<file path="config.mk">
export PLATFORM = sky130hd
export DESIGN_NAME = cfg_logic_cell
export DESIGN_NICKNAME = d
export VERILOG_FILES = /design/src/rtl/cell_pkg.sv /design/src/rtl/cell_cfg_chain.sv /design/src/rtl/cell_lut.sv /design/src/rtl/cell_out_stage.sv /design/src/rtl/cfg_logic_cell.sv
export SDC_FILE = /design/constraint.sdc
export NUM_CORES = 1
export LEC_CHECK = 0
export BUFFER_PORTS_ARGS = -buffer_cell sky130_fd_sc_hd__buf_2
export CORE_MARGIN = 4
export CORE_UTILIZATION = 58
export CTS_CLUSTER_DIAMETER = 120
export DETAILED_ROUTE_END_ITERATION = 6
export GPL_ROUTABILITY_DRIVEN = 0
export MAX_ROUTING_LAYER = met4
export PLACE_DENSITY_LB_ADDON = 0.1
export SKIP_CTS_REPAIR_TIMING = 1
export SLEW_MARGIN = 20
export SYNTH_ARGS = -nofsm -noshare
export SYNTH_HDL_FRONTEND = slang
export SYNTH_HIERARCHICAL = 1
export SYNTH_SLANG_ARGS = --single-unit
</file>
<file path="constraint.sdc">
create_clock -name clk -period 2 [get_ports clk]
set_clock_uncertainty 0.15 [all_clocks]
set_input_delay 0.3 -clock clk [delete_from_list [all_inputs] [get_ports clk]]
set_output_delay 0.3 -clock clk [all_outputs]
set_load 0.02 [all_outputs]
</file>
<file path="src/rtl/cell_pkg.sv">
package cell_pkg;
  localparam int unsigned CELL_K      = 4;
  localparam int unsigned CELL_TBL    = 1 << CELL_K;
  localparam int unsigned CELL_TABLES = 2;
  localparam int unsigned CELL_CFG_W  = CELL_TABLES * CELL_TBL + 3;

  typedef struct packed {
    logic                reg_b;
    logic                reg_a;
    logic                fused;
    logic [CELL_TBL-1:0] tbl_hi;
    logic [CELL_TBL-1:0] tbl_lo;
  } cell_cfg_t;
endpackage

</file>
<file path="src/rtl/cell_cfg_chain.sv">
module cell_cfg_chain
  import cell_pkg::*;
#(
  parameter int unsigned WORD_W = CELL_CFG_W
) (
  input  logic              clk,
  input  logic              rst_n,
  input  logic              cfg_valid,
  input  logic              cfg_bit,
  output logic              cfg_ready,
  output logic              cfg_done,
  output logic [WORD_W-1:0] cfg_word
);
  localparam int unsigned CNT_W = $clog2(WORD_W + 1);
  localparam logic [CNT_W-1:0] CNT_FULL = CNT_W'(WORD_W);

  logic [CNT_W-1:0]  taken_q;
  logic [WORD_W-1:0] word_q;
  logic              accept;

  assign cfg_done  = (taken_q == CNT_FULL);
  assign cfg_ready = !cfg_done;
  assign accept    = cfg_valid && cfg_ready;
  assign cfg_word  = word_q;

  always_ff @(posedge clk) begin
    if (!rst_n) begin
      taken_q <= '0;
      word_q  <= '0;
    end else if (accept) begin
      taken_q <= taken_q + 1'b1;
      word_q  <= {word_q[WORD_W-2:0], cfg_bit};
    end
  end

  // completion is sticky until reset
  p_done_sticky_r2: assert property (@(posedge clk) disable iff (!rst_n)
    cfg_done |=> cfg_done);

  // never counts past the word length
  p_count_bound_r2: assert property (@(posedge clk) disable iff (!rst_n)
    taken_q <= CNT_FULL);

  // a complete configuration is frozen
  p_word_frozen_r3: assert property (@(posedge clk) disable iff (!rst_n)
    cfg_done |=> $stable(word_q));
endmodule

</file>
<file path="src/rtl/cell_lut.sv">
module cell_lut #(
  parameter int unsigned K = 4
) (
  input  logic [(1<<K)-1:0] table_bits,
  input  logic [K-1:0]      addr,
  output logic              y
);
  assign y = table_bits[addr];
endmodule

</file>
<file path="src/rtl/cell_out_stage.sv">
module cell_out_stage (
  input  logic clk,
  input  logic rst_n,
  input  logic live,
  input  logic use_reg,
  input  logic func,
  output logic y
);
  logic ff_q;

  always_ff @(posedge clk) begin
    if (!rst_n || !live) ff_q <= 1'b0;
    else                 ff_q <= func;
  end

  assign y = live ? (use_reg ? ff_q : func) : 1'b0;

  // registered output shows the function from the previous edge
  p_reg_path_r9: assert property (@(posedge clk) disable iff (!rst_n)
    (live && $past(live) && use_reg) |-> (y == $past(func)));

  // no output while unconfigured
  p_dark_r4: assert property (@(posedge clk) disable iff (!rst_n)
    !live |-> !y);
endmodule

</file>
<file path="src/rtl/cfg_logic_cell.sv">
module cfg_logic_cell
  import cell_pkg::*;
(
  input  logic              clk,
  input  logic              rst_n,
  input  logic              cfg_valid,
  output logic              cfg_ready,
  input  logic              cfg_bit,
  output logic              cfg_done,
  input  logic [CELL_K:0]   cell_in,
  output logic              out_a,
  output logic              out_b
);
  logic [CELL_CFG_W-1:0] word;
  cell_cfg_t             cfg;
  logic [CELL_TBL-1:0]   tbl  [CELL_TABLES];
  logic                  lut_y [CELL_TABLES];
  logic [1:0]            func;
  logic [1:0]            use_reg;
  logic [1:0]            y;

  cell_cfg_chain #(.WORD_W(CELL_CFG_W)) u_chain (
    .clk       (clk),
    .rst_n     (rst_n),
    .cfg_valid (cfg_valid),
    .cfg_bit   (cfg_bit),
    .cfg_ready (cfg_ready),
    .cfg_done  (cfg_done),
    .cfg_word  (word)
  );

  assign cfg    = cell_cfg_t'(word);
  assign tbl[0] = cfg.tbl_lo;
  assign tbl[1] = cfg.tbl_hi;

  for (genvar t = 0; t < CELL_TABLES; t++) begin : g_tbl
    cell_lut #(.K(CELL_K)) u_lut (
      .table_bits (tbl[t]),
      .addr       (cell_in[CELL_K-1:0]),
      .y          (lut_y[t])
    );
  end

  always_comb begin
    func[0] = lut_y[0];
    if (cfg.fused && cell_in[CELL_K]) func[0] = lut_y[1];
    func[1] = lut_y[1];
  end

  assign use_reg = {cfg.reg_b, cfg.reg_a};

  for (genvar o = 0; o < 2; o++) begin : g_out
    cell_out_stage u_stage (
      .clk     (clk),
      .rst_n   (rst_n),
      .live    (cfg_done),
      .use_reg (use_reg[o]),
      .func    (func[o]),
      .y       (y[o])
    );
  end

  assign out_a = y[0];
  assign out_b = y[1];

  // fused direct output picks the table by input 4
  p_fused_pick_r7: assert property (@(posedge clk) disable iff (!rst_n)
    (cfg_done && cfg.fused && !cfg.reg_a) |->
      (out_a == (cell_in[CELL_K] ? lut_y[1] : lut_y[0])));

  // ready and done are exclusive
  p_ready_excl_r3: assert property (@(posedge clk) disable iff (!rst_n)
    !(cfg_ready && cfg_done));
endmodule

</file>
==> results of run 1 <==
-- through the flow --
stage	util	setup TNS, ps
2_1_floorplan	-	0
3_3_place_gp	0.702	-712
3_5_place_dp	0.702	-773
4_1_cts	0.725	-1230
5_1_grt	0.735	-1010
6_report	0.735	-876
-- cells in the mapped netlist (all sizes together) --
| library cell | n |
|---|---|
| dfxtp | 43 |
| a22o | 34 |
| mux2i | 8 |
| mux4 | 8 |
| buf | 7 |
| nand2 | 5 |
| and2 | 4 |
| nand3 | 4 |
| nand4 | 4 |
| nor2b | 4 |
| a21boi | 2 |
| a31oi | 2 |
| and3 | 2 |
| and3b | 2 |
| mux2 | 2 |
| or3 | 2 |
| xnor2 | 2 |
| a21oi | 1 |
| a31o | 1 |
| clkbuf | 1 |
| ha | 1 |
| inv | 1 |
| nand2b | 1 |
| nor2 | 1 |
| nor3b | 1 |
| o21ai | 1 |
| or3b | 1 |
-- worst reg2reg max path, delay by kind of cell (launching register included) --
family           cells  cell delay, ps
DFF                  1             340
and+or+nand+nor      1             170
muxes                4            1040
-- routing by layer --
layer | track usage | part of all wire
met5 | - | 0
met4 | 0.111 | 0.024
met1 | 0.248 | 0.48
met2 | 0.298 | 0.47
met3 | 0.0451 | 0.032
-- cell families (layout without fill, tap and decap cells) --
kind of cell | count (synthesis) | after routing | share of synthesized area
fa+ha+maj | 1 | 1 | 0.00671
compound gates | 41 | 41 | 0.186
xor+xnor | 2 | 2 | 0.00939
flops | 43 | 43 | 0.461
simple gates | 31 | 31 | 0.106
buf+inv | 9 | 59 | 0.0604
mux | 18 | 18 | 0.170
-- where the power goes --
group	internal, W	leakage, nW	switching [W]
logic	0.0000431	0.576	0.0000562
clock network	0.000207	0.0386	0.000263
registers	0.000868	0.353	0.0000100
-- sequential cells by signal (all words and copies together), names as in the netlist --
| register | cells |
|---|---|
| u_chain/cfg_word | 35 |
| u_chain/taken_q | 6 |
| g_out.u_stage/ff_q | 2 |
-- final timing paths --
| kind | startpoint | to | slack [ps] | cells after the start |
|---|---|---|---|---|
| setup / recovery | u_chain/cfg_word[21]$_SDFFE_PN0P_ | out_a | -510 | 7 |
| hold / removal | rst_n | u_chain/taken_q[5]$_SDFFE_PN0P_ | 140 | 2 |
| setup reg to reg | u_chain/cfg_word[21]$_SDFFE_PN0P_ | g_out[0].u_stage/ff_q$_SDFF_PP0_ | 220 | 5 |
| hold reg to reg | u_chain/taken_q[5]$_SDFFE_PN0P_ | u_chain/taken_q[5]$_SDFFE_PN0P_ | 360 | 2 |
-- area by class of cell --
cell class,count,area [um2]
inverters,1,3.75
flip-flops and latches,43,876
clock buffers,8,68.8
repair buffers,50,359
well taps,44,55.1
multi-input cells,93,882
fillers,229,808
==> impl_metrics.xml, run 1 <==
<?xml version="1.0" encoding="UTF-8"?>
<metrics>
  <group name="drt">
    <metric name="post_drt_via_cell_ratio" unit="">5.77</metric>
    <metric name="route.final.wire_length" unit="mm">3.54</metric>
    <metric name="drt_pass1_iterations" unit="">4</metric>
    <metric name="via_count" unit="">1379</metric>
    <metric name="wl_per_cell" unit="um">14.8</metric>
    <metric name="drt-initial-drc-count" unit="">107</metric>
    <metric name="drt_drc_violations_left" unit="">0</metric>
    <metric name="drtAntennaViolNets" unit="">0</metric>
  </group>
  <group name="synthesis">
    <metric name="synth.yosys.seq_area_share" unit="">0.461</metric>
    <metric name="synth_top_area_frac" unit="">0.461</metric>
    <metric name="synth_cells" unit="">145</metric>
    <metric name="synth_largest_area_cell" unit="">sky130_fd_sc_hd__dfxtp_1</metric>
    <metric name="synth.lib_cells_used.distinct" unit="">31</metric>
    <metric name="post_synthesis_instance_area" unit="um2">1870</metric>
    <metric name="synth-warning-count" unit="">6</metric>
    <metric name="yosys_register_bits" unit="">43</metric>
    <metric name="mappedNetlistNets" unit="">155</metric>
    <metric name="synthesis.area_per_instance" unit="um2">12.9</metric>
    <metric name="netlist_top_cells_area" unit="">sky130_fd_sc_hd__dfxtp_1 (46%), sky130_fd_sc_hd__a22o_1 (16%), sky130_fd_sc_hd__mux4_1 (11%)</metric>
  </group>
  <group name="sta">
    <metric name="tightest_slew" unit="ps">354</metric>
    <metric name="fmax" unit="MHz">398</metric>
    <metric name="minimum_period_implied_by_the_final_worst_setup_slack" unit="ps">2510</metric>
    <metric name="timing.final.crit_share" unit="">1.26</metric>
    <metric name="grt_setup_unrepaired" unit="">true</metric>
    <metric name="finalHoldViolCount" unit="">0</metric>
    <metric name="final-setup-viol-count" unit="">2</metric>
    <metric name="slew_viols_final" unit="">0</metric>
    <metric name="holdWs" unit="ps">143</metric>
    <metric name="post-route-worst-setup-slack" unit="ps">-513</metric>
    <metric name="slew_headroom" unit="">0.764</metric>
  </group>
  <group name="layout">
    <metric name="layout.nets" unit="">204</metric>
    <metric name="final_common_cell" unit="">sky130_fd_sc_hd__buf_4</metric>
    <metric name="antennaDiodeCount" unit="">0</metric>
    <metric name="post-route-cell-area" unit="um2">2240</metric>
    <metric name="final_cells" unit="">239</metric>
    <metric name="layout.cells.most_common_list" unit="">sky130_fd_sc_hd__buf_4 (41), sky130_fd_sc_hd__a22o_1 (34), sky130_fd_sc_hd__dfxtp_1 (31), sky130_fd_sc_hd__dfxtp_2 (12)</metric>
    <metric name="share_of_post_route_cells_with_drive_strength_above_1" unit="">0.436</metric>
    <metric name="areaGrowthSynthToFinish" unit="%">20.3</metric>
  </group>
  <group name="clock_network">
    <metric name="tritoncts" unit="">done</metric>
    <metric name="cts.htree.levels" unit="">2</metric>
    <metric name="cts_buffers" unit="">5</metric>
    <metric name="insertion_delay" unit="ps">360</metric>
    <metric name="master_cell_of_the_clock_root_buffer" unit="">sky130_fd_sc_hd__clkbuf_4</metric>
    <metric name="cts_num_sinks" unit="">43</metric>
    <metric name="number_of_buffers_on_the_longest_clock_path" unit="">2</metric>
    <metric name="clk_pin_slew" unit="ps">110</metric>
  </group>
  <group name="grt">
    <metric name="grt_start_max_net_pins" unit="">36</metric>
    <metric name="remaining_global_route_overflow" unit="">0</metric>
    <metric name="first_global_vias" unit="">1352</metric>
    <metric name="gr_usage_total" unit="">0.199</metric>
    <metric name="grt_first_pass_wirelength" unit="mm">6.17</metric>
    <metric name="grt_antenna_before_repair" unit="">0</metric>
  </group>
  <group name="power_and_ir_drop">
    <metric name="ir_worst_vdd" unit="V">0.000442</metric>
    <metric name="power.static_leakage" unit="nW">0.967</metric>
    <metric name="total_power" unit="W">0.00145</metric>
    <metric name="p_per_area" unit="nW/um2">645</metric>
  </group>
  <group name="outcome">
    <metric name="outcome" unit="">finished with violations</metric>
    <metric name="failed_checks" unit="">negative setup slack</metric>
  </group>
  <group name="worst_hold_path">
    <metric name="holdCritPathClass" unit="">in -&gt; reg</metric>
  </group>
  <group name="worst_setup_path">
    <metric name="critPathLaunchType" unit="">flip-flop</metric>
    <metric name="timing.critical_path.to_type" unit="">output port</metric>
    <metric name="worstPathArrival" unit="ps">2060</metric>
    <metric name="buffers_and_inverters_on_the_worst_path" unit="">1</metric>
    <metric name="critical_path.max_stage_delay" unit="ps">490</metric>
    <metric name="crit_path_frequent_cell" unit="">sky130_fd_sc_hd__mux2i_1</metric>
    <metric name="worst-endpoint-required" unit="ps">1550</metric>
    <metric name="path_delay_family" unit="">multiplexers</metric>
    <metric name="cp_cell_sequence" unit="">mux4_1 -&gt; mux2i_1 -&gt; mux2i_1 -&gt; mux2_4 -&gt; mux2i_1 -&gt; nor2b_1 -&gt; buf_4</metric>
    <metric name="worstSetupPathType" unit="">reg -&gt; out</metric>
    <metric name="slowest_cell_on_the_critical_path" unit="">sky130_fd_sc_hd__mux4_1</metric>
    <metric name="cp_max_fanout" unit="">2</metric>
  </group>
  <group name="floorplanning">
    <metric name="initial_utilization" unit="">0.611</metric>
    <metric name="floorplan.die_area" unit="um2">4190</metric>
    <metric name="floorplan.die.height" unit="um">64.7</metric>
    <metric name="placementRows" unit="">20</metric>
    <metric name="floorplan.core_area" unit="um2">3050</metric>
    <metric name="number_of_i_o_pins" unit="">13</metric>
    <metric name="horiz_die_dim" unit="um">64.7</metric>
  </group>
  <group name="place">
    <metric name="dp_hpwl" unit="mm">2.43</metric>
    <metric name="post-place-cells" unit="">229</metric>
    <metric name="io_buffers" unit="">12</metric>
    <metric name="post-place-ws" unit="ps">-427</metric>
    <metric name="placed_area" unit="um2">2140</metric>
  </group>
  <group name="run">
    <metric name="max-cap-violations" unit="">0</metric>
  </group>
</metrics>
(Power assumes the default switching activity.)
==> inputs of run 2 (changes only) <==
RECOVER_POWER = 100   (was not set)
==> run 2 against run 1 <==
Largest cell class unchanged. Die area did not move. Setup slack got worse by 9.6 ps. The flow still finishes with violations (negative setup slack). Sequential share of layout area barely moved. Critical endpoint unchanged. Combinational power fell by 1%. Count of clock-buffer cells in the layout did not move. Cell count did not move. Critical path depth did not move. Worst hold slack got worse by 11 ps. Final area fell by 0.33%. Global-route usage did not move.
==> impl_metrics.xml, run 2 (synthesized netlist as in run 1, its figures left out) <==
<?xml version="1.0" encoding="UTF-8"?>
<metrics>
  <group name="floorplanning">
    <metric name="floorplan.die_area" unit="um2">4190</metric>
    <metric name="initial_utilization" unit="">0.611</metric>
    <metric name="floorplan.core_area" unit="um2">3050</metric>
    <metric name="number_of_i_o_pins" unit="">13</metric>
    <metric name="horiz_die_dim" unit="um">64.7</metric>
    <metric name="floorplan.die.height" unit="um">64.7</metric>
    <metric name="placementRows" unit="">20</metric>
  </group>
  <group name="grt">
    <metric name="grt_start_max_net_pins" unit="">36</metric>
    <metric name="remaining_global_route_overflow" unit="">0</metric>
    <metric name="grt_antenna_before_repair" unit="">0</metric>
    <metric name="gr_usage_total" unit="">0.199</metric>
    <metric name="first_global_vias" unit="">1352</metric>
    <metric name="grt_first_pass_wirelength" unit="mm">6.17</metric>
  </group>
  <group name="layout">
    <metric name="largest_register_ffs" unit="">35</metric>
    <metric name="layout.nets" unit="">204</metric>
    <metric name="fillCellCount" unit="">230</metric>
    <metric name="share_of_post_route_cells_with_drive_strength_above_1" unit="">0.415</metric>
    <metric name="layout.cells.most_common_list" unit="">sky130_fd_sc_hd__buf_4 (40), sky130_fd_sc_hd__a22o_1 (34), sky130_fd_sc_hd__dfxtp_1 (33), sky130_fd_sc_hd__dfxtp_2 (10)</metric>
    <metric name="antennaDiodeCount" unit="">0</metric>
    <metric name="final_common_cell" unit="">sky130_fd_sc_hd__buf_4</metric>
    <metric name="post-route-cell-area" unit="um2">2240</metric>
    <metric name="areaGrowthSynthToFinish" unit="%">19.9</metric>
    <metric name="final_cells" unit="">239</metric>
  </group>
  <group name="run">
    <metric name="max-cap-violations" unit="">0</metric>
  </group>
  <group name="outcome">
    <metric name="failed_checks" unit="">negative setup slack</metric>
    <metric name="outcome" unit="">finished with violations</metric>
  </group>
  <group name="sta">
    <metric name="timing.final.crit_share" unit="">1.26</metric>
    <metric name="final-setup-viol-count" unit="">2</metric>
    <metric name="fmax" unit="MHz">396</metric>
    <metric name="finalHoldViolCount" unit="">0</metric>
    <metric name="tns" unit="ps">-896</metric>
    <metric name="post-route-worst-setup-slack" unit="ps">-522</metric>
    <metric name="grt_setup_unrepaired" unit="">true</metric>
    <metric name="minimum_period_implied_by_the_final_worst_setup_slack" unit="ps">2520</metric>
    <metric name="slew_viols_final" unit="">0</metric>
    <metric name="tightest_slew" unit="ps">379</metric>
    <metric name="slew_headroom" unit="">0.747</metric>
  </group>
  <group name="power_and_ir_drop">
    <metric name="p_per_area" unit="nW/um2">648</metric>
    <metric name="ir_worst_vdd" unit="V">0.000440</metric>
    <metric name="combinational_share_of_power" unit="">0.068</metric>
    <metric name="cellInternalPower" unit="W">0.00112</metric>
    <metric name="switching_component_of_the_power" unit="W">0.000333</metric>
    <metric name="pwr-share-seq" unit="">0.605</metric>
    <metric name="share_clk_of_total_power" unit="">0.328</metric>
    <metric name="power.switching_fraction" unit="">0.230</metric>
    <metric name="power.static_leakage" unit="nW">0.967</metric>
  </group>
  <group name="drt">
    <metric name="drtAntennaViolNets" unit="">0</metric>
    <metric name="via_count" unit="">1378</metric>
    <metric name="post_drt_via_cell_ratio" unit="">5.77</metric>
    <metric name="drt-initial-drc-count" unit="">107</metric>
    <metric name="wl_per_cell" unit="um">14.8</metric>
    <metric name="route.final.wire_length" unit="mm">3.54</metric>
    <metric name="drt_drc_violations_left" unit="">0</metric>
    <metric name="drt_pass1_iterations" unit="">4</metric>
  </group>
  <group name="clock_network">
    <metric name="insertion_delay" unit="ps">370</metric>
    <metric name="number_of_buffers_on_the_longest_clock_path" unit="">2</metric>
    <metric name="cts_buffers" unit="">5</metric>
    <metric name="tritoncts" unit="">done</metric>
    <metric name="cts.htree.levels" unit="">2</metric>
    <metric name="clk_pin_slew" unit="ps">110</metric>
    <metric name="cts_num_sinks" unit="">43</metric>
    <metric name="master_cell_of_the_clock_root_buffer" unit="">sky130_fd_sc_hd__clkbuf_4</metric>
  </group>
  <group name="worst_hold_path">
    <metric name="holdCritPathClass" unit="">in -&gt; reg</metric>
    <metric name="hold_path_depth" unit="">2</metric>
    <metric name="hold_path.startpoint" unit="">rst_n</metric>
    <metric name="worstHoldEndpoint" unit="">u_chain/taken_q[5]$_SDFFE_PN0P_</metric>
  </group>
  <group name="worst_setup_path">
    <metric name="reg2regPathDepth" unit="">5</metric>
    <metric name="timing.critical_path.to_type" unit="">output port</metric>
    <metric name="critical_path.max_stage_delay" unit="ps">490</metric>
    <metric name="crit_path_frequent_cell" unit="">sky130_fd_sc_hd__mux2i_1</metric>
    <metric name="worst-endpoint-required" unit="ps">1550</metric>
    <metric name="worstSetupPathType" unit="">reg -&gt; out</metric>
    <metric name="reg2reg_setup_slack" unit="ps">90</metric>
    <metric name="worstPathArrival" unit="ps">2070</metric>
    <metric name="cp_max_fanout" unit="">2</metric>
    <metric name="cp_cell_sequence" unit="">mux4_1 -&gt; mux2i_1 -&gt; mux2i_1 -&gt; mux2_4 -&gt; mux2i_1 -&gt; nor2b_1 -&gt; buf_4</metric>
    <metric name="slowest_cell_on_the_critical_path" unit="">sky130_fd_sc_hd__mux4_1</metric>
    <metric name="critical_path.reg2reg.startpoint" unit="">u_chain/taken_q[1]$_SDFFE_PN0P_</metric>
    <metric name="critPathLaunchType" unit="">flip-flop</metric>
    <metric name="regToRegEndpoint" unit="">u_chain/taken_q[0]$_SDFFE_PN0P_</metric>
  </group>
  <group name="place">
    <metric name="dp_hpwl" unit="mm">2.43</metric>
    <metric name="post-place-cells" unit="">229</metric>
    <metric name="io_buffers" unit="">12</metric>
    <metric name="post-place-ws" unit="ps">-427</metric>
    <metric name="placed_area" unit="um2">2140</metric>
  </group>
</metrics>
-- run 2: per-stage QoR --
step	power, W	utilization	hold WS (ps)
2_1_floorplan	0.000974	-	303
3_3_place_gp	0.000987	0.702	333
3_5_place_dp	0.000992	0.702	335
4_1_cts	0.00146	0.725	133
5_1_grt	0.00150	0.733	163
6_report	0.00145	0.733	132
-- run 2: layer usage --
layer / wire length [um] / vias up / share of wire / GRT usage
met5: 0 / - / 0 / -
met4: 99 / 0 / 0.028 / 0.111
met3: 129 / 7 / 0.036 / 0.0451
met2: 1650 / 24 / 0.47 / 0.298
met1: 1650 / 682 / 0.47 / 0.248
li1: - / 665 / - / -
-- run 2: power by group through the flow --
stage | combinational [W] | clock (W) | sequential [W]
global placement | 0.0000920 | 0 | 0.000895
global route | 0.000110 | 0.000513 | 0.000878
finish | 0.0000979 | 0.000475 | 0.000877
CTS | 0.0000966 | 0.000486 | 0.000876
floorplan | 0.0000794 | 0 | 0.000894
detailed placement | 0.0000968 | 0 | 0.000895
-- run 2: layout make-up --
class	instances	area, um2	area share
Multi-Input combinational cell	93	877	0.392
Inverter	1	3.75	0.00168
Clock buffer	8	68.8	0.0308
Tap cell	44	55.1	0.0246
Sequential cell	43	873	0.390
Timing Repair Buffer	50	359	0.161
-- run 2: worst max-delay path, delay by kind of cell, from the launching register on --
kind                   cells  cell delay, ps
and+or+nand+nor            1              60
muxes                      5            1160
buffers and inverters      1             150
DFF                        1             340
-- run 2: worst max path at each step --
stage,from,endpoint,slack (ps)
6_report,u_chain/cfg_word[21]$_SDFFE_PN0P_,out_a,-520
3_5_place_dp,cell_in[0],out_a,-430
3_3_place_gp,cell_in[0],out_a,-400
4_1_cts,u_chain/cfg_word[25]$_SDFFE_PN0P_,out_a,-550
5_1_grt,u_chain/cfg_word[27]$_SDFFE_PN0P_,out_a,-580
2_1_floorplan,cell_in[0],out_a,4
==> inputs of run 3 (changes only) <==
REMOVE_ABC_BUFFERS = 1   (was not set)
==> run 3 against run 2 <==
The flow still finishes with violations (negative setup slack). Worst hold slack improved by 54 ps. Cell count grew 2.1%. First-iteration DRC count rose by 11%. Routed wire length increased by 8.2%. Critical path type unchanged. Largest power group unchanged.
==> impl_metrics.xml, run 3 (synthesized netlist as in run 1, its figures left out) <==
<?xml version="1.0" encoding="UTF-8"?>
<metrics>
  <group name="place">
    <metric name="io_buffers" unit="">12</metric>
    <metric name="dp_hpwl" unit="mm">2.55</metric>
    <metric name="post-place-cells" unit="">231</metric>
  </group>
  <group name="worst_setup_path">
    <metric name="timing.critical_path.to_type" unit="">output port</metric>
    <metric name="buffers_and_inverters_on_the_worst_path" unit="">1</metric>
    <metric name="worstPathArrival" unit="ps">2060</metric>
    <metric name="slowest_cell_on_the_critical_path" unit="">sky130_fd_sc_hd__mux4_2</metric>
    <metric name="path_delay_family" unit="">multiplexers</metric>
    <metric name="crit_path_frequent_cell" unit="">sky130_fd_sc_hd__mux2i_1</metric>
    <metric name="critical_path.max_stage_delay" unit="ps">470</metric>
    <metric name="critPathLaunchType" unit="">flip-flop</metric>
    <metric name="worst-endpoint-required" unit="ps">1550</metric>
    <metric name="worstSetupPathType" unit="">reg -&gt; out</metric>
    <metric name="cp_max_fanout" unit="">3</metric>
    <metric name="cp_cell_sequence" unit="">mux4_2 -&gt; mux2i_1 -&gt; mux2i_1 -&gt; mux2_4 -&gt; mux2i_1 -&gt; nor2b_1 -&gt; buf_4</metric>
  </group>
  <group name="sta">
    <metric name="post-route-worst-setup-slack" unit="ps">-507</metric>
    <metric name="finalHoldViolCount" unit="">0</metric>
    <metric name="timing.final.crit_share" unit="">1.25</metric>
    <metric name="grt_setup_unrepaired" unit="">true</metric>
    <metric name="slew_headroom" unit="">0.627</metric>
    <metric name="slew_viols_final" unit="">0</metric>
    <metric name="fmax" unit="MHz">399</metric>
    <metric name="holdWs" unit="ps">186</metric>
    <metric name="final-setup-viol-count" unit="">4</metric>
    <metric name="tightest_slew" unit="ps">558</metric>
    <metric name="minimum_period_implied_by_the_final_worst_setup_slack" unit="ps">2510</metric>
  </group>
  <group name="layout">
    <metric name="layout.cells.most_common_list" unit="">sky130_fd_sc_hd__buf_4 (40), sky130_fd_sc_hd__dfxtp_1 (34), sky130_fd_sc_hd__a22o_1 (34), sky130_fd_sc_hd__buf_2 (9)</metric>
    <metric name="final_cells" unit="">244</metric>
    <metric name="antennaDiodeCount" unit="">0</metric>
    <metric name="largest_register_ffs" unit="">35</metric>
    <metric name="areaGrowthSynthToFinish" unit="%">23.5</metric>
    <metric name="layout.nets" unit="">209</metric>
    <metric name="final_common_cell" unit="">sky130_fd_sc_hd__buf_4</metric>
    <metric name="share_of_post_route_cells_with_drive_strength_above_1" unit="">0.415</metric>
    <metric name="fin_util" unit="">0.755</metric>
  </group>
  <group name="grt">
    <metric name="first_global_vias" unit="">1413</metric>
    <metric name="grt_start_max_net_pins" unit="">22</metric>
    <metric name="gr_usage_total" unit="">0.199</metric>
    <metric name="grt_antenna_before_repair" unit="">0</metric>
    <metric name="grt_first_pass_wirelength" unit="mm">6.33</metric>
    <metric name="remaining_global_route_overflow" unit="">0</metric>
  </group>
  <group name="floorplanning">
    <metric name="horiz_die_dim" unit="um">64.7</metric>
    <metric name="floorplan.core_area" unit="um2">3050</metric>
    <metric name="floorplan.die_area" unit="um2">4190</metric>
    <metric name="number_of_i_o_pins" unit="">13</metric>
    <metric name="initial_utilization" unit="">0.611</metric>
    <metric name="floorplan.die.height" unit="um">64.7</metric>
    <metric name="placementRows" unit="">20</metric>
  </group>
  <group name="power_and_ir_drop">
    <metric name="power.static_leakage" unit="nW">1.00</metric>
    <metric name="switching_component_of_the_power" unit="W">0.000342</metric>
    <metric name="pwr-share-seq" unit="">0.598</metric>
    <metric name="cellInternalPower" unit="W">0.00112</metric>
    <metric name="share_clk_of_total_power" unit="">0.324</metric>
    <metric name="ir_worst_vdd" unit="V">0.000430</metric>
    <metric name="p_per_area" unit="nW/um2">636</metric>
    <metric name="combinational_share_of_power" unit="">0.078</metric>
    <metric name="power.switching_fraction" unit="">0.233</metric>
  </group>
  <group name="drt">
    <metric name="post_drt_via_cell_ratio" unit="">5.68</metric>
    <metric name="route.final.wire_length" unit="mm">3.83</metric>
    <metric name="drt_pass1_iterations" unit="">4</metric>
    <metric name="drt_drc_violations_left" unit="">0</metric>
    <metric name="via_count" unit="">1387</metric>
    <metric name="drtAntennaViolNets" unit="">0</metric>
    <metric name="wl_per_cell" unit="um">15.7</metric>
    <metric name="drt-initial-drc-count" unit="">119</metric>
  </group>
  <group name="clock_network">
    <metric name="clk_pin_slew" unit="ps">120</metric>
    <metric name="number_of_buffers_on_the_longest_clock_path" unit="">2</metric>
    <metric name="cts.htree.levels" unit="">2</metric>
    <metric name="insertion_delay" unit="ps">350</metric>
    <metric name="cts_num_sinks" unit="">43</metric>
    <metric name="cts_buffers" unit="">5</metric>
    <metric name="master_cell_of_the_clock_root_buffer" unit="">sky130_fd_sc_hd__clkbuf_4</metric>
    <metric name="tritoncts" unit="">done</metric>
  </group>
  <group name="outcome">
    <metric name="failed_checks" unit="">negative setup slack</metric>
    <metric name="outcome" unit="">finished with violations</metric>
  </group>
  <group name="worst_hold_path">
    <metric name="holdCritPathClass" unit="">in -&gt; reg</metric>
  </group>
  <group name="run">
    <metric name="max-cap-violations" unit="">0</metric>
  </group>
</metrics>
-- run 3: final cells by class --
cell class / count / area (um2)
sequential: 43 / 875
fill: 215 / 748
timing repair buffer: 55 / 407
inverter: 1 / 3.75
tap: 44 / 55.1
multi-input combinational: 93 / 896
clock buffer: 8 / 68.8
-- run 3: metal layers --
metal	share of wire	global-route usage	vias up
met1	0.45	0.235	686
met4	0.0086	0.0712	0
met3	0.045	0.0641	4
met2	0.50	0.319	23
li1	-	-	674
met5	0	-	-
-- run 3: per-stage QoR --
stage	area, um2	power [W]	TNS (ps)	worst slack, ps
global placement	2170	0.000998	-700	-398
detailed placement	2170	0.00100	-874	-457
finish	2300	0.00147	-1170	-507
global route	2300	0.00153	-1670	-657
floorplan	1760	0.000948	-246	-123
CTS	2240	0.00147	-1680	-543
-- run 3: worst reg2reg max path: cells and delay by family, from the launching register on --
family | cells | cell delay [ps]
mux | 1 | 180
buf+inv | 2 | 420
simple gates | 1 | 290
compound gates | 1 | 190
fa+ha+maj | 1 | 210
flops | 1 | 420
-- run 3: path summary, 6_finish.rpt --
path	start	cells after the start	end	slack, ps
worst max-delay path	u_chain/cfg_word[31]$_SDFFE_PN0P_	7	out_a	-510
worst min register to register	u_chain/cfg_word[30]$_SDFFE_PN0P_	1	u_chain/cfg_word[30]$_SDFFE_PN0P_	350
worst max register to register	u_chain/taken_q[1]$_SDFFE_PN0P_	6	u_chain/taken_q[0]$_SDFFE_PN0P_	90
worst min-delay path	cfg_bit	4	u_chain/cfg_word[0]$_SDFFE_PN0P_	190
-- run 3: power by group through the flow --
stage	Combinational (W)	Sequential, W	Clock, W
CTS	0.000109	0.000877	0.000483
detailed placement	0.000109	0.000896	0
global placement	0.000103	0.000895	0
global route	0.000126	0.000879	0.000525
finish	0.000115	0.000877	0.000474
floorplan	0.0000544	0.000894	0
